`src/rtl/flash_status_flags.sv`:
```
module flash_status_flags #(
  parameter int ADDR_W = 18,
  parameter int SECT_W = 3,
  parameter int DATA_W = 8
) (
  input  logic              clk,
  input  logic              rst_n,
  input  logic              wr_stb,
  input  logic              rd_stb,
  input  logic [ADDR_W-1:0] addr,
  input  logic [DATA_W-1:0] wr_data,
  input  logic              op_done,
  output logic [DATA_W-1:0] rd_data,
  output logic              busy_pull_en
);

  localparam int GEN_BIT = 6;
  localparam int SEC_BIT = 2;
  localparam logic [10:0] UNL_A = 11'h555;
  localparam logic [10:0] UNL_B = 11'h2AA;
  localparam logic [DATA_W-1:0] K_AA   = DATA_W'(8'hAA);
  localparam logic [DATA_W-1:0] K_55   = DATA_W'(8'h55);
  localparam logic [DATA_W-1:0] K_PROG = DATA_W'(8'hA0);
  localparam logic [DATA_W-1:0] K_ERS  = DATA_W'(8'h80);
  localparam logic [DATA_W-1:0] K_GO   = DATA_W'(8'h30);
  localparam logic [DATA_W-1:0] K_SUSP = DATA_W'(8'hB0);

  typedef enum logic [2:0] {M_IDLE, M_PROG, M_ERASE, M_SRD, M_SPROG} mode_t;
  typedef enum logic [2:0] {C_U1, C_U2, C_CMD, C_PDAT, C_E1, C_E2, C_ESEC} step_t;

  mode_t mode;
  step_t step;
  logic [SECT_W-1:0] esect;
  logic tog_g, tog_s;

  wire [SECT_W-1:0] sect = addr[ADDR_W-1 -: SECT_W];
  wire at_a = (addr[10:0] == UNL_A);
  wire at_b = (addr[10:0] == UNL_B);
  wire busy = (mode == M_PROG) || (mode == M_ERASE) || (mode == M_SPROG);
  wire hit  = (sect == esect);

  wire g_nxt = busy ? ~tog_g : tog_g;
  wire s_nxt = (((mode == M_ERASE) || (mode == M_SRD)) && hit) ? ~tog_s : tog_s;
  wire s_out = ((mode == M_SPROG) && !hit) ? 1'b1 : s_nxt;

  assign busy_pull_en = !rst_n || busy;

  always_ff @(posedge clk or negedge rst_n) begin
    if (!rst_n) begin
      mode  <= M_IDLE;
      step  <= C_U1;
      esect <= '0;
    end else if (op_done) begin
      step <= C_U1;
      case (mode)
        M_PROG, M_ERASE: mode <= M_IDLE;
        M_SPROG:         mode <= M_SRD;
        default:         mode <= mode;
      endcase
    end else if (wr_stb) begin
      if (mode == M_ERASE) begin
        if (wr_data == K_SUSP) mode <= M_SRD;
      end else if (!busy) begin
        if (mode == M_SRD && step == C_U1 && wr_data == K_GO) begin
          mode <= M_ERASE;
        end else begin
          case (step)
            C_U1:  step <= (at_a && wr_data == K_AA) ? C_U2 : C_U1;
            C_U2:  step <= (at_b && wr_data == K_55) ? C_CMD : C_U1;
            C_CMD: begin
              if (at_a && wr_data == K_PROG) step <= C_PDAT;
              else if (at_a && wr_data == K_ERS && mode == M_IDLE) step <= C_E1;
              else step <= C_U1;
            end
            C_PDAT: begin
              step <= C_U1;
              mode <= (mode == M_SRD) ? M_SPROG : M_PROG;
            end
            C_E1:  step <= (at_a && wr_data == K_AA) ? C_E2 : C_U1;
            C_E2:  step <= (at_b && wr_data == K_55) ? C_ESEC : C_U1;
            C_ESEC: begin
              step <= C_U1;
              if (wr_data == K_GO) begin
                mode  <= M_ERASE;
                esect <= sect;
              end
            end
            default: step <= C_U1;
          endcase
        end
      end
    end
  end

  always_ff @(posedge clk or negedge rst_n) begin
    if (!rst_n) begin
      tog_g   <= 1'b0;
      tog_s   <= 1'b0;
      rd_data <= '0;
    end else if (rd_stb) begin
      tog_g   <= g_nxt;
      tog_s   <= s_nxt;
      rd_data <= '0;
      rd_data[GEN_BIT] <= g_nxt;
      rd_data[SEC_BIT] <= s_out;
    end
  end

  p_prog_start_r1: assert property (@(posedge clk) disable iff (!rst_n)
    (wr_stb && !op_done && mode == M_IDLE && step == C_PDAT) |=> (mode == M_PROG && busy_pull_en));

  p_erase_start_r2: assert property (@(posedge clk) disable iff (!rst_n)
    (wr_stb && !op_done && step == C_ESEC && wr_data == K_GO && !busy) |=> (mode == M_ERASE && esect == $past(sect)));

  p_susp_ready_r3: assert property (@(posedge clk) disable iff (!rst_n)
    (mode == M_SRD) |-> !busy_pull_en);

  p_reset_busy_r4: assert property (@(posedge clk)
    !rst_n |-> busy_pull_en);

  p_no_cmd_busy_r5: assert property (@(posedge clk) disable iff (!rst_n)
    busy |-> (step == C_U1));

  p_gen_frozen_r7: assert property (@(posedge clk) disable iff (!rst_n)
    (!rd_stb || mode == M_SRD || mode == M_IDLE) |=> $stable(tog_g));

  p_done_idle_r10: assert property (@(posedge clk) disable iff (!rst_n)
    (op_done && (mode == M_PROG || mode == M_ERASE)) |=> (mode == M_IDLE && !busy_pull_en));

endmodule

```
`config.mk`:
```
export PLATFORM = sky130hd
export DESIGN_NAME = flash_status_flags
export DESIGN_NICKNAME = d
export VERILOG_FILES = /design/src/rtl/flash_status_flags.sv
export SDC_FILE = /design/constraint.sdc
export NUM_CORES = 1
export LEC_CHECK = 0
export BUFFER_PORTS_ARGS = -buffer_cell sky130_fd_sc_hd__buf_2
export CAP_MARGIN = 20
export CORE_MARGIN = 3
export CORE_UTILIZATION = 44
export DETAILED_ROUTE_END_ITERATION = 10
export HOLD_SLACK_MARGIN = 0.03
export PLACE_DENSITY = 0.75
export SYNTH_ARGS = -nofsm -noshare
export SYNTH_HDL_FRONTEND = slang
export SYNTH_SLANG_ARGS = --single-unit
```
`constraint.sdc`:
```
create_clock -name clk -period 1.7 [get_ports clk]
set_input_delay 0.34 -clock clk [delete_from_list [all_inputs] [get_ports clk]]
set_output_delay 0.34 -clock clk [all_outputs]
set_load 0.005 [all_outputs]
```
==> results of run 1 <==
final cells by class:
class | instances | area, µm²
Inverter | 2 | 7.507
Sequential cell | 12 | 302.8
Multi-Input combinational cell | 105 | 763.2
Clock buffer | 3 | 22.52
Timing Repair Buffer | 66 | 429.2
Fill cell | 203 | 694.4
Tap cell | 28 | 35.03
where the power goes:
part | switching [mW] | internal [mW]
clock network | 0.0852 | 0.0820
logic | 0.142 | 0.171
registers | 0.0150 | 0.306
total | 0.243 | 0.559
what timing repair did:
item | in CTS | in global routing
resized for setup | 8 | 3
gates cloned | 0 | 0
hold buffers | 1 | 0
setup endpoints to repair | 6 | 10
setup buffers | 5 | 1
pin swaps | 5 | 3
hold endpoints to repair | 12 | 0
synth_stat cells (2+ instances only):
cell,n,area (µm²)
nor3_1,6,30.03
nand3b_1,2,15.01
and2_1,3,18.77
dfrtp_1,12,300.3
nor2b_1,2,12.51
nand3_1,3,15.01
o2bb2ai_1,3,26.28
xnor2_1,5,43.79
nor4b_4,2,47.55
nand4_1,4,25.02
mux2_1,3,33.78
buf_2,3,15.01
buf_4,7,52.55
o211ai_1,2,15.01
nor2_1,16,60.06
o21ai_1,2,10.01
inv_1,2,7.510
nor4_1,2,12.51
nand2_1,9,33.78
a21oi_1,3,15.01
o21ai_0,4,20.02
nand2b_1,2,12.51
nor4bb_1,4,40.04
state kept, by name (all words and copies together), names as in the netlist:
| register | count |
|---|---|
| esect | 3 |
| mode | 3 |
| step | 3 |
| rd_data | 1 |
| tog_g | 1 |
| tog_s | 1 |
cells in the final DEF, fill, tap and decap left out, types with 3 or more instances in the layout:
master and n:
buf_4 35, buf_2 29, nor2_1 15, dfrtp_1 10, nand2_1 9, conb_1 6, nor3_1 5, xnor2_1 4
o21ai_0 4, nor4bb_1 4, nand4_1 4, mux2_1 3, and2_1 3, o2bb2ai_1 3, a21oi_1 3, clkbuf_4 3
per-stage QoR:
stage,hold slack [ns],TNS [ns],total power [mW],instance area (µm²)
CTS,0.2795,-0.5156,0.7933,1541
finish,0.2931,-0.6868,0.8019,1560
floorplan,0.04441,-0.001382,0.4890,1100
detailed placement,0.2953,-0.7812,0.6119,1434
global route,0.3018,-1.324,0.8524,1560
global placement,0.2934,-0.6851,0.6019,1434
path summary, 6_finish.rpt:
path,startpoint,endpoint,slack (ns),cells after the start
worst max register to register,mode[2]$_DFFE_PN0P_,mode[2]$_DFFE_PN0P_,-0.18,6
worst min-delay path,rd_stb,rd_data[2]$_DFFE_PN0P_,0.29,2
worst min register to register,tog_g$_DFFE_PN0P_,tog_g$_DFFE_PN0P_,0.46,1
max in group asynchronous,rst_n,mode[1]$_DFFE_PN0P_,0.99,3
worst max-delay path,mode[2]$_DFFE_PN0P_,mode[2]$_DFFE_PN0P_,-0.18,6
min in group asynchronous,rst_n,tog_s$_DFFE_PN0P_,0.55,3
logic make-up after synthesis:
group | Yosys count | share of synthesized area, %
and+or+nand+nor | 62 | 35.94
AOI/OAI and AO/OA | 27 | 18.90
buffers and inverters | 13 | 7.351
DFF | 12 | 28.00
xor gates and xnor gates | 6 | 4.901
muxes | 4 | 4.550
other | 1 | 0.3497
layer usage:
metal	GRT usage, %	wire length, µm	vias up
met5	0	0	-
met4	10.42	90	0
met3	2.804	192	9
met2	35.64	1426	54
met1	22.64	1201	527
li1	-	-	585
worst max-delay path, stage by stage (launching register included):
cell      delay (ns)
dfrtp_2         0.43
or3b_4          0.42
o21a_1          0.14
buf_4           0.15
o211ai_1        0.12
a21bo_2         0.22
mux2_4          0.30
==> metrics.yaml, run 1 <==
ant_nets: 0
fp.dieW_um: 55.37
syn_inst: 125
wl_per_cell_um: 13.47
grt_remaining_overflow: 0
drive_gt1_share_pct: 45.74
grt_max_degree: 13
fin_skew_ns: 0.003442
setup_viol: 6
crit_type: "reg2reg"
drt_pass1_iterations: 4
yosysSeqAreaShare_pct: 28.00
portBuffers: 29
period_share_pct: 110.6
grt_antenna_before_repair: 0
dieHeight_um: 55.37
rsz0062_at_grt: "true"
dp_slack_ns: -0.1738
cp.required_ns: 1.86
ys_ff_latch: 12
synth_ff_type: "dfrtp_1"
violations: "negative setup slack"
yosys_warnings: 0
maxCapViolCount: 0
hold_class: "in2reg"
routed_wl_mm: 2.910
area_growth_pct: 45.51
syn_avg_cell_area_um2: 8.578
dp_hpwl_mm: 2.294
drcViolationCount: 0
grtUsageTotal_pct: 19.93
dp.cells: 206
cp.arrival_ns: 2.04
period_needed_ns: 1.880
layout.nets: 221
end_kind: "flip-flop"
gp_congestion: 0.8275
yosys.cell_types.count: 47
leakagePower_nw: 0.7265
crit_fanout: 4
clkSinkCount: 12
slew_viol_final: 0
async_flop_share_pct: 100.0
fmax_ghz: 0.5319
num_rows: 17
htreeDepth: 1
pin_count: 40
layout.cells.non_filler: 216
drtIter0Drc: 34
root_buffer: "clkbuf_4"
vdd_drop_max_uv: 547.9
path_clk_slew_ns: 0.07
tritoncts: "built"
vias: 1175
hold_viol: 0
synthesis.area_um2: 1072
fin_util_pct: 69.20
run_status: "finished with violations"
die-area_um2: 3065
power_density_nw_per_um2: 514.0
core-area_um2: 2255
numCtsBuffers: 3
start_kind: "flip-flop"
grt_pass1_vias: 1183
synth_edf_count: 0
via_per_inst: 5.440
diodes: 0
clkLatencyLatePin_ns: 0.27
fin_ws_ns: -0.1801
clk_path_buf_depth: 2
grt_pass1_wl_mm: 4.995
initial_core_util_pct: 47.56
No activity file was read; power rests on OpenSTA's default activity.
==> inputs of run 2 (changes only) <==
--- a/config.mk
+++ b/config.mk
@@ -12,6 +12,7 @@
 export DETAILED_ROUTE_END_ITERATION = 10
 export HOLD_SLACK_MARGIN = 0.03
 export PLACE_DENSITY = 0.75
+export RECOVER_POWER = 25
 export SYNTH_ARGS = -nofsm -noshare
 export SYNTH_HDL_FRONTEND = slang
 export SYNTH_SLANG_ARGS = --single-unit
==> run 2 against run 1 <==
  * The flow still finishes with violations (negative setup slack)
  * Register-to-register slack hardly changed
  * Die area unchanged
  * Power shrank 0.14%
  * Utilization decreased by 0.17 points
  * Clock-buffer cell count did not move
  * Sequential share of layout area barely moved
  * Via count is the same
  * Critical endpoint unchanged
==> metrics.yaml, run 2 (synthesis results as in run 1) <==
cp_slowest_cell: "dfrtp_2"
violations: "negative setup slack"
hold_viol: 0  # unchanged
dp_hpwl_mm: 2.294  # unchanged
area_growth_pct: 45.16
drtIter0Drc: 34  # unchanged
crit_path_max_incr_delay_ns: 0.43  # about the same
rsz0062_at_grt: "true"
start_kind: "flip-flop"
clkLatencyLatePin_ns: 0.27  # about the same
slew_viol_final: 0  # unchanged
fin_skew_ns: 0.003442  # unchanged
drt_pass1_iterations: 4  # unchanged
cp.required_ns: 1.86  # about the same
core-area_um2: 2255  # unchanged
setup_viol: 6  # unchanged
routed_wl_mm: 2.908  # about the same
layout.nets: 221  # unchanged
dp.cells: 206  # unchanged
power_density_nw_per_um2: 514.5  # about the same
final_common_cell: "buf_4"
end_kind: "flip-flop"
clk_path_buf_depth: 2  # unchanged
grt_max_degree: 13  # unchanged
vias: 1175  # unchanged
reg2reg_from: "mode[2]$_DFFE_PN0P_"
crit_fanout: 4  # unchanged
whs_ns: 0.2931  # unchanged
period_needed_ns: 1.880  # unchanged
vdd_drop_max_uv: 547.8  # about the same
diodes: 0  # unchanged
cp.arrival_ns: 2.04  # about the same
wl_per_cell_um: 13.46  # about the same
die-area_um2: 3065  # unchanged
grt_pass1_wl_mm: 4.995  # unchanged
slew_headroom_pct: 57.79
hold_start: "rd_stb"
fmax_ghz: 0.5319  # unchanged
portBuffers: 29  # unchanged
path_clk_slew_ns: 0.07  # about the same
tns_ns: -0.6868  # unchanged
initial_core_util_pct: 47.56  # unchanged
grtUsageTotal_pct: 19.93  # unchanged
tritoncts: "built"
htreeDepth: 1  # unchanged
grt_remaining_overflow: 0  # unchanged
tightest_slew_ns: 0.6331
largestRegisters: "esect: 3 flops, mode: 3 flops, step: 3 flops"
root_buffer: "clkbuf_4"
layout.cells.non_filler: 216  # unchanged
clkSinkCount: 12  # unchanged
totalPowerFinal_mw: 0.8008  # -0.14%
crit_type: "reg2reg"
path_cells: "or3b_4 > o21a_1 > buf_4 > o211ai_1 > a21bo_2 > mux2_4"
pin_count: 40  # unchanged
drive_gt1_share_pct: 45.21  # -0.53 points
dieHeight_um: 55.37  # unchanged
fin_ws_ns: -0.1801  # unchanged
leakagePower_nw: 0.7228  # -0.50%
hold_class: "in2reg"
crit_start: "mode[2]$_DFFE_PN0P_"
maxCapViolCount: 0  # unchanged
fill_cells: 205  # +0.99%
num_rows: 17  # unchanged
numCtsBuffers: 3  # unchanged
fp.dieW_um: 55.37  # unchanged
ant_nets: 0  # unchanged
final_cell_mix: "buf_4 (34), buf_2 (29), nor2_1 (15)"
grt_antenna_before_repair: 0  # unchanged
gp_congestion: 0.8275  # unchanged
period_share_pct: 110.6  # unchanged
run_status: "finished with violations"
drcViolationCount: 0  # unchanged
grt_pass1_vias: 1183  # unchanged
via_per_inst: 5.440  # unchanged
-- run 2: cell count changes in the layout (fill, tap and decap cells not counted), sizes merged --
cell / change
clkbuf: +1
buf: -1
-- run 2: timing repair --
action | 4_1_cts | 5_1_grt
endpoints found under the setup margin | 6 | 10
hold buffers | 1 | 0
gates resized for setup | 8 | 3
endpoints found under the hold margin | 12 | 0
pin swaps | 5 | 3
buffers inserted | 5 | 1
-- run 2: area by class of cell --
type	instances	area [µm²]	share of cell area, %
clock buffer	3	22.52	1.447
inverter	2	7.507	0.4823
multi-input combinational	105	763.2	49.04
sequential	12	302.8	19.45
tap	28	35.03	2.251
timing repair buffer	66	425.4	27.33
-- run 2: metal layers --
layer	up-vias	GRT usage [%]	share of wire, %
met4	0	10.42	3.1
met3	9	2.804	6.6
met2	54	35.64	49
met5	-	0	0
met1	527	22.64	41
li1	585	-	-
-- run 2: worst max-delay path, delay by kind of cell, from the launching register on --
family                 cells  cell delay (ns)
buffers and inverters      1             0.15
AO/OA/AOI/OAI              3             0.48
AND/OR/NAND/NOR            1             0.42
flip-flops                 1             0.43
multiplexers               1             0.30
-- run 2: worst paths after layout --
check	to	slack, ns	cells past startpoint
max	mode[2]$_DFFE_PN0P_	-0.18	6
min	rd_data[2]$_DFFE_PN0P_	0.29	2
max reg2reg	mode[2]$_DFFE_PN0P_	-0.18	6
min reg2reg	tog_g$_DFFE_PN0P_	0.46	1
max in group asynchronous	mode[1]$_DFFE_PN0P_	0.55	3
min in group asynchronous	tog_s$_DFFE_PN0P_	0.71	3
-- run 2: where the power goes --
part | switching [mW] | total (mW) | internal (mW)
clock | 0.0852 | 0.167 | 0.0820
sequential | 0.0150 | 0.321 | 0.306
combinational | 0.142 | 0.313 | 0.170
-- run 2: metrics by stage --
step                setup WS [ns]  utilization (%)  instance area [µm²]
finish                    -0.1801            69.03                 1556
global route              -0.2393            69.03                 1556
CTS                       -0.1556            68.37                 1541
detailed placement        -0.1738            63.60                 1434
global placement          -0.1374            63.60                 1434
floorplan               -0.001382                -                 1100
